File: src/rtl/sp_pkg.sv
package sp_pkg;
  localparam int unsigned SP_MIN_BITS = 4;

  typedef struct packed {
    logic irq;
    logic dma;
  } svc_req_t;
endpackage

File: src/rtl/sp_fifo.sv
module sp_fifo #(
  parameter int unsigned DW    = 32,
  parameter int unsigned DEPTH = 16,
  parameter int unsigned LW    = $clog2(DEPTH + 1)
) (
  input  logic          clk_i,
  input  logic          rst_ni,
  input  logic          flush_i,
  input  logic          push_i,
  input  logic [DW-1:0] din_i,
  input  logic          pop_i,
  output logic [DW-1:0] dout_o,
  output logic          full_o,
  output logic          empty_o,
  output logic [LW-1:0] level_o
);
  localparam int unsigned AW = (DEPTH > 1) ? $clog2(DEPTH) : 1;
  localparam logic [AW-1:0] LAST = AW'(DEPTH - 1);
  localparam logic [LW-1:0] FULL_LV = LW'(DEPTH);

  logic [DW-1:0] mem_q [DEPTH];
  logic [AW-1:0] wr_ptr_q, rd_ptr_q;
  logic [LW-1:0] level_q;
  logic          do_push, do_pop;

  assign full_o  = (level_q == FULL_LV);
  assign empty_o = (level_q == '0);
  assign do_push = push_i & ~full_o;
  assign do_pop  = pop_i & ~empty_o;
  assign dout_o  = mem_q[rd_ptr_q];
  assign level_o = level_q;

  always_ff @(posedge clk_i) begin
    if (do_push && !flush_i) mem_q[wr_ptr_q] <= din_i;
  end

  always_ff @(posedge clk_i or negedge rst_ni) begin
    if (!rst_ni) begin
      wr_ptr_q <= '0;
      rd_ptr_q <= '0;
      level_q  <= '0;
    end else if (flush_i) begin
      wr_ptr_q <= '0;
      rd_ptr_q <= '0;
      level_q  <= '0;
    end else begin
      if (do_push) wr_ptr_q <= (wr_ptr_q == LAST) ? '0 : wr_ptr_q + 1'b1;
      if (do_pop)  rd_ptr_q <= (rd_ptr_q == LAST) ? '0 : rd_ptr_q + 1'b1;
      case ({do_push, do_pop})
        2'b10:   level_q <= level_q + 1'b1;
        2'b01:   level_q <= level_q - 1'b1;
        default: level_q <= level_q;
      endcase
    end
  end
endmodule

File: src/rtl/sp_size_mask.sv
module sp_size_mask #(
  parameter int unsigned DW   = 32,
  parameter int unsigned SZ_W = $clog2(DW)
) (
  input  logic [SZ_W-1:0] size_i,
  output logic [DW-1:0]   mask_o
);
  import sp_pkg::*;
  localparam logic [SZ_W-1:0] FLOOR = SZ_W'(SP_MIN_BITS - 1);

  logic [SZ_W-1:0] msb;
  assign msb = (size_i < FLOOR) ? FLOOR : size_i;

  for (genvar b = 0; b < DW; b++) begin : g_bit
    assign mask_o[b] = (SZ_W'(b) <= msb);
  end
endmodule

File: src/rtl/sp_svc_req.sv
module sp_svc_req #(
  parameter int unsigned LW    = 5,
  parameter int unsigned TW    = 4,
  parameter bit          IS_TX = 1'b0
) (
  input  logic [LW-1:0]     level_i,
  input  logic [TW-1:0]     thr_i,
  input  logic              irq_en_i,
  input  logic              dma_en_i,
  output logic              trig_o,
  output sp_pkg::svc_req_t  req_o
);
  logic [LW:0] lv, th;
  assign lv = {1'b0, level_i};
  assign th = (LW + 1)'(thr_i);

  if (IS_TX) begin : g_tx
    // refill request: level at most threshold plus one
    assign trig_o = (lv <= th + 1'b1);
  end else begin : g_rx
    // drain request: level strictly above threshold
    assign trig_o = (lv > th);
  end

  assign req_o.irq = trig_o & irq_en_i;
  assign req_o.dma = trig_o & dma_en_i;
endmodule

File: src/rtl/sp_fifo_if.sv
module sp_fifo_if #(
  parameter int unsigned DW    = 32,
  parameter int unsigned DEPTH = 16,
  parameter int unsigned THR_W = 4,
  parameter int unsigned SZ_W  = $clog2(DW),
  parameter int unsigned LW    = $clog2(DEPTH + 1)
) (
  input  logic             clk_i,
  input  logic             rst_ni,
  input  logic             flush_i,
  input  logic [SZ_W-1:0]  dsize_i,
  input  logic [THR_W-1:0] rx_thr_i,
  input  logic [THR_W-1:0] tx_thr_i,
  input  logic             rx_irq_en_i,
  input  logic             rx_dma_en_i,
  input  logic             tx_irq_en_i,
  input  logic             tx_dma_en_i,
  input  logic             ovr_clr_i,
  input  logic             unr_clr_i,
  input  logic             bus_wr_i,
  input  logic [DW-1:0]    bus_wdata_i,
  input  logic             bus_rd_i,
  output logic [DW-1:0]    bus_rdata_o,
  output logic             tx_valid_o,
  input  logic             tx_ready_i,
  output logic [DW-1:0]    tx_data_o,
  input  logic             rx_valid_i,
  output logic             rx_ready_o,
  input  logic [DW-1:0]    rx_data_i,
  output logic [LW-1:0]    rx_level_o,
  output logic [LW-1:0]    tx_level_o,
  output logic             rx_trig_o,
  output logic             tx_trig_o,
  output logic             rx_irq_o,
  output logic             rx_dma_o,
  output logic             tx_irq_o,
  output logic             tx_dma_o,
  output logic             tx_ovr_o,
  output logic             rx_unr_o
);
  import sp_pkg::*;

  logic [DW-1:0] mask, tx_head, rx_head;
  logic          tx_full, tx_empty, rx_full, rx_empty;
  logic          tx_ovr_q, rx_unr_q;
  svc_req_t      rx_req, tx_req;

  sp_size_mask #(.DW(DW), .SZ_W(SZ_W)) u_mask (
    .size_i (dsize_i),
    .mask_o (mask)
  );

  sp_fifo #(.DW(DW), .DEPTH(DEPTH), .LW(LW)) u_tx_fifo (
    .clk_i   (clk_i),
    .rst_ni  (rst_ni),
    .flush_i (flush_i),
    .push_i  (bus_wr_i),
    .din_i   (bus_wdata_i),
    .pop_i   (tx_ready_i),
    .dout_o  (tx_head),
    .full_o  (tx_full),
    .empty_o (tx_empty),
    .level_o (tx_level_o)
  );

  sp_fifo #(.DW(DW), .DEPTH(DEPTH), .LW(LW)) u_rx_fifo (
    .clk_i   (clk_i),
    .rst_ni  (rst_ni),
    .flush_i (flush_i),
    .push_i  (rx_valid_i),
    .din_i   (rx_data_i & mask),
    .pop_i   (bus_rd_i),
    .dout_o  (rx_head),
    .full_o  (rx_full),
    .empty_o (rx_empty),
    .level_o (rx_level_o)
  );

  sp_svc_req #(.LW(LW), .TW(THR_W), .IS_TX(1'b0)) u_rx_req (
    .level_i  (rx_level_o),
    .thr_i    (rx_thr_i),
    .irq_en_i (rx_irq_en_i),
    .dma_en_i (rx_dma_en_i),
    .trig_o   (rx_trig_o),
    .req_o    (rx_req)
  );

  sp_svc_req #(.LW(LW), .TW(THR_W), .IS_TX(1'b1)) u_tx_req (
    .level_i  (tx_level_o),
    .thr_i    (tx_thr_i),
    .irq_en_i (tx_irq_en_i),
    .dma_en_i (tx_dma_en_i),
    .trig_o   (tx_trig_o),
    .req_o    (tx_req)
  );

  // sticky flags, new event wins over clear
  always_ff @(posedge clk_i or negedge rst_ni) begin
    if (!rst_ni) begin
      tx_ovr_q <= 1'b0;
      rx_unr_q <= 1'b0;
    end else begin
      if (bus_wr_i && tx_full) tx_ovr_q <= 1'b1;
      else if (ovr_clr_i)      tx_ovr_q <= 1'b0;
      if (bus_rd_i && rx_empty) rx_unr_q <= 1'b1;
      else if (unr_clr_i)       rx_unr_q <= 1'b0;
    end
  end

  assign bus_rdata_o = rx_empty ? '0 : rx_head;
  assign tx_valid_o  = ~tx_empty;
  assign tx_data_o   = tx_head & mask;
  assign rx_ready_o  = ~rx_full;
  assign rx_irq_o    = rx_req.irq;
  assign rx_dma_o    = rx_req.dma;
  assign tx_irq_o    = tx_req.irq;
  assign tx_dma_o    = tx_req.dma;
  assign tx_ovr_o    = tx_ovr_q;
  assign rx_unr_o    = rx_unr_q;
endmodule

File: config.mk
export PLATFORM = sky130hd
export DESIGN_NAME = sp_fifo_if
export DESIGN_NICKNAME = d
export VERILOG_FILES = /design/src/rtl/sp_pkg.sv /design/src/rtl/sp_fifo.sv /design/src/rtl/sp_size_mask.sv /design/src/rtl/sp_svc_req.sv /design/src/rtl/sp_fifo_if.sv
export SDC_FILE = /design/constraint.sdc
export NUM_CORES = 1
export LEC_CHECK = 0
export BUFFER_PORTS_ARGS = -buffer_cell sky130_fd_sc_hd__buf_4
export CORE_MARGIN = 1
export CORE_UTILIZATION = 45
export DETAILED_ROUTE_END_ITERATION = 10
export SYNTH_ARGS = -nofsm -noshare
export SYNTH_HDL_FRONTEND = slang
export SYNTH_HIERARCHICAL = 1
export SYNTH_SLANG_ARGS = --single-unit
File: constraint.sdc
create_clock -name clk_i -period 4.1 [get_ports clk_i]
set_input_delay 0.41 -clock clk_i [delete_from_list [all_inputs] [get_ports clk_i]]
set_output_delay 0.41 -clock clk_i [all_outputs]
set_load 0.01 [all_outputs]
# Word-level counts from Yosys, hierarchy flattened
# Memory sizes are Yosys's and may differ from the RTL's.
# Index checks and enable logic that the tools add are counted.
# totals
out_inout_bits	84
regBits	28
memories	2
mem_bits_rw	1024
# classes
bitwise	14
n_eq_ne	10
n_lt_le_gt_ge	35
n_reduce_logical	15
add_sub_neg	9
n_mux	26
# memory_table
name	words	word_bits	rd	rd_ports_with_merged_regs	write_ports	line_no	text
u_rx_fifo.mem_q	16	32	1	0	1	sp_fifo.sv:21	logic [DW-1:0] mem_q [DEPTH];
u_tx_fifo.mem_q	16	32	1	0	1	sp_fifo.sv:21	
# ops
cell	n
<= comparator 5 bit (first input constant)	16
bitwise AND 32 bit	2
2-to-1 mux 4 bit	12
<= comparator 4 x 5 -> 1 bit (first input constant)	8
2-to-1 mux 32 bit	1
<= comparator 3 x 5 -> 1 bit (first input constant)	4
one-hot mux 5 bit (2 select lines)	2
adder 4 x 1 -> 4 bit (second input constant)	4
equality test 4 bit (second input constant)	4
2-to-1 mux 5 bit	3
nonzero test 2 bit	6
adder 5 x 1 -> 5 bit (second input constant)	2
equality test 5 bit (second input constant)	2
<= comparator 1 x 5 -> 1 bit (first input constant)	2
<= comparator 2 x 5 -> 1 bit (first input constant)	2
logical NOT 5 bit	2
subtractor 5 x 1 -> 5 bit (second input constant)	2
bitwise AND 1 bit	8
2-to-1 mux 1 bit	8
<= comparator 5 x 6 -> 1 bit	1
nonzero test 3 bit	2
adder 4 x 1 -> 5 bit (second input constant)	1
> comparator 5 x 4 -> 1 bit	1
< comparator 5 x 2 -> 1 bit (second input constant)	1
5 further kinds	13

# Depth between registers and ports, before layout
# depth
depth_word	6
ltp_mapped	10

# Hierarchy
# Netlist, hierarchy kept.
# by_module_without_submodules
module	instances	area_each_um2	cells_each	seq_area_each_um2
sp_fifo at u_rx_fifo	1	20458.4	1046	15700.1
sp_fifo at u_tx_fifo	1	20231.9	839	15700.1
sp_fifo_if	1	700.7	109	50.0
sp_size_mask	1	330.3	58	0.0
sp_svc_req at u_tx_req	1	171.4	23	0.0
sp_svc_req at u_rx_req	1	136.4	19	0.0

# Least setup slack after synthesis
# Ideal clock, no wire load.
# synth_timing
path_type	register to register
from	reg u_rx_fifo.level_q[0] (netlist: u_rx_fifo/level_o[0])
to	mem u_rx_fifo.mem_q[3][0], enable pin
required_time_ns	3.639
path_slack_ns	0.287
arrival_time_ns	3.352
path_stages_with_launch	5
path_cell_list	dfrtp_1 -> nor4_1 -> a211oi_1 -> nand2_1 -> nor3_1
# synth_between
elab_chain_len	6
# synth_rtl
item	line_no	text
start: declaration	sp_fifo.sv:23	logic [LW-1:0] level_q;
start signal: assignment	sp_fifo.sv:50	2'b10: level_q <= level_q + 1'b1;
start signal: assignment	sp_fifo.sv:51	2'b01: level_q <= level_q - 1'b1;
start signal: assignment	sp_fifo.sv:52	default: level_q <= level_q;
equality test 5 bit	sp_fifo.sv:26	assign full_o = (level_q == FULL_LV);
inverter 1 bit	sp_fifo.sv:28	assign do_push = push_i & ~full_o;
bitwise AND 1 bit	sp_fifo.sv:28	
logical AND 1 bit	sp_fifo.sv:34	if (do_push && !flush_i) mem_q[wr_ptr_q] <= din_i;
2-to-1 mux 1 bit	sp_fifo.sv:34	
2-to-1 mux 1 bit (not written as such)	sp_fifo.sv:34	
end: declaration	sp_fifo.sv:21	
# Every way passes these cells.

# Worst setup path after layout
# layout_timing
from	reg u_rx_fifo.rd_ptr_q[2]
to	out bus_rdata_o[22]
# layout_between
elab_chain_len	2
# layout_rtl
item	line_no	text
start: declaration	sp_fifo.sv:22	logic [AW-1:0] wr_ptr_q, rd_ptr_q;
start signal: assignment	sp_fifo.sv:48	if (do_pop) rd_ptr_q <= (rd_ptr_q == LAST) ? '0 : rd_ptr_q + 1'b1;
memory (16 x 32 bit)	--	
named net rx_head[22]	sp_fifo_if.sv:43	logic [DW-1:0] mask, tx_head, rx_head;
2-to-1 mux 32 bit	sp_fifo_if.sv:110	assign bus_rdata_o = rx_empty ? '0 : rx_head;
end: declaration	sp_fifo_if.sv:23	output logic [DW-1:0] bus_rdata_o,
# The timed path passes the listed nets, and every way through them passes these cells.

==> results.sh <==
export IMPL_status="finished clean"
export IMPL_num_io_pins=174
export IMPL_synth_area_leaders="edfxtp_1 (73%), mux4_2 (12%), mux2i_1 (3.2%), dfrtp_1 (1.7%), a221oi_1 (1.3%)"
export IMPL_highest_layer="met5"
export IMPL_yosysTopAreaCell="edfxtp_1"
export IMPL_tns_ns=0
export IMPL_grt_overflow=0
export IMPL_antenna_found_initial=16
export IMPL_setup_viol=0
export IMPL_synth_edf_count=1024
export IMPL_synth_async_reset_ratio_pct=2.66
export IMPL_die_w_um=308
export IMPL_syn_inst=2094
export IMPL_ys_top_cells_by_count="edfxtp_1 (1024), mux4_2 (224), mux2i_1 (136)"
export IMPL_clock_latency_ns=0.67
export IMPL_coreArea_um2=92100
export IMPL_tritoncts="done"
export IMPL_synth_main_ff_cell="edfxtp_1"
export IMPL_wl_met2_um=51500
export IMPL_port_buffers=173
export IMPL_cp_arrival_ns=3.30
export IMPL_start_util_pct=45.6
export IMPL_synth_area_um2=42000
export IMPL_drt_pass1_iterations=5
export IMPL_hp_class="in2reg"
export IMPL_wl_um=99800
export IMPL_p_per_area_nw_per_um2=559
export IMPL_fin_nets=2452
export IMPL_cts_made_buffers=106
export IMPL_yosys_cell_count_top_type="edfxtp_1"
export IMPL_hold_viol_final=0
export IMPL_worst_pin_slew_ns=1.08
export IMPL_track_usage_pct=21.4
export IMPL_fin_skew_ns=0.0209
export IMPL_slew_headroom_pct=27.7
export IMPL_die_area_um2=94600
export IMPL_die_y_um=308
export IMPL_ctsResizeCount=0
export IMPL_drive_gt1_share_pct=27.6
export IMPL_startpoint_type="flip-flop"
export IMPL_r2r_cells=9
export IMPL_synth_seq_cells=1052
export IMPL_min_period_ns=3.71
export IMPL_slew_viol_final=0
export IMPL_ys_warnings_count=6
export IMPL_cp_data_required_time_ns=3.69
export IMPL_ir_drop_uv=382
export IMPL_avgSynthCellArea_um2=20.1
export IMPL_cts_sinks=1052
export IMPL_cts_setup_buffers=0
export IMPL_drv_cap=0
export IMPL_drc_errors=0
export IMPL_period_share_pct=90.5
export IMPL_ctsHtreeMaxLevel=3
export IMPL_r2r_slack_ns=0.87
export IMPL_seq_area_frac_synth_pct=74.8
export IMPL_cts_buffer_depth=3
export IMPL_hold_buffers=4
export IMPL_dp_hpwl_um=57600
export IMPL_grt_max_degree=70
export IMPL_ant_nets=0
export IMPL_yosysTopAreaCellShare_pct=73.2
export IMPL_avgViaCountPerCell=5.74
export IMPL_grt_pass1_wl_um=146000
export IMPL_crit_fanout=42
export IMPL_critPathKind="reg2out"
export IMPL_finalPower_mw=27.2
export IMPL_netlist_cell_type_count=65
export IMPL_via_count=21073
export IMPL_syn2layout_area_growth_pct=15.9
export IMPL_clock_fmax_mhz=270
export IMPL_path_clk_slew_ns=0.06
export IMPL_gp_congestion=0.780
export IMPL_endpoint_kind="output pin"
export IMPL_hold_depth=1
export IMPL_dr_first_iter_drc_count=1813
export IMPL_rsz0062_at_grt="false"
export IMPL_p_leak_nw=15.8
export IMPL_rows=111
export IMPL_cts_root_buf="clkbuf_16"
export IMPL_dr_wl_met3_um=6410
export IMPL_grt_pass1_vias=21559
export IMPL_routedWlPerCell_um=27.2
export IMPL_wl_met1_um=39800
==> final cells by class <==
cell class | instances | area, um2
Inverter | 38 | 143
Fill cell | 7183 | 43400
Antenna cell | 6 | 15.0
Sequential cell | 1052 | 31500
Multi-Input combinational cell | 888 | 10100
Tap cell | 1243 | 1560
Timing Repair Buffer | 248 | 2060
Clock buffer | 130 | 2850
Clock inverter | 65 | 571
==> worst paths after layout <==
kind	from	endpoint
worst max register to register	u_rx_fifo/level_o[0]	u_rx_fifo/level_o[3]
min in group asynchronous	rst_ni	u_rx_fifo/level_o[1]
max in group asynchronous	rst_ni	u_tx_fifo/rd_ptr_q[1]
worst max-delay path	u_rx_fifo/rd_ptr_q[2]	bus_rdata_o[22]
worst min register to register	rx_unr_o	rx_unr_o
worst min-delay path	bus_wdata_i[7]	u_tx_fifo/mem_q[7][7]
==> cells by family after synthesis <==
kind of cell | Yosys count | synth area share (%)
simple gates | 277 | 3.36
compound gates | 208 | 3.61
other cells | 1 | 0.00892
mux | 364 | 15.3
buf+inv | 157 | 1.82
fa+ha+maj | 28 | 0.869
flops | 1052 | 74.8
xor+xnor | 7 | 0.146
==> power breakdown <==
group	internal, mW	switching (mW)	total (mW)
combinational	2.73	2.77	5.50
clock	5.59	3.90	9.49
sequential	12.0	0.235	12.2
total	20.3	6.90	27.2
==> cell usage in the layout (no fill, tap or decap), types with 32 or more instances in the layout <==
cell,n
clkbuf_16,111
inv_1,38
mux4_2,224
and2_1,64
edfxtp_1,1024
buf_4,229
nand2_1,67
a22oi_1,32
a221oi_1,64
mux2i_1,136
nor2b_1,38
o21ai_0,41
==> sequential cells by signal, summed over array words and instances, names as in the netlist <==
register / count
u_tx_fifo/rd_ptr_q: 4
u_tx_fifo/level_o: 5
u_rx_fifo/wr_ptr_q: 4
u_rx_fifo/rd_ptr_q: 4
u_tx_fifo/mem_q: 512
u_tx_fifo/wr_ptr_q: 4
u_rx_fifo/mem_q: 512
u_rx_fifo/level_o: 5
rx_unr_o: 1
tx_ovr_o: 1
==> through the flow <==
step	instance area [um2]	instances	setup slack (ns)	hold slack (ns)	util, %
global route	48700	3664	0.291	0.0232	52.9
floorplan	42000	2097	0.287	0.114	-
global placement	45200	3465	1.03	0.375	49.1
CTS	48700	3664	0.360	0.00138	52.9
detailed placement	45200	3465	0.926	0.374	49.1
finish	48700	3670	0.390	0.0379	52.9
==> critical path, stage by stage (launching register included) <==
cell	delay [ns]
dfrtp_1	0.34
buf_4	0.50
nor2b_4	0.26
buf_4	0.48
a221oi_1	0.23
a22oi_1	0.25
nand2_1	0.16
nor2b_1	0.18
buf_4	0.19
==> routing by layer <==
layer  vias to the layer above  GRT usage (%)
met1                     11162           28.0
met3                       158           4.16
met2                       623           36.8
met4                        22           5.00
met5                         -              0
li1                       9108              -
(Power assumes the default switching activity.)
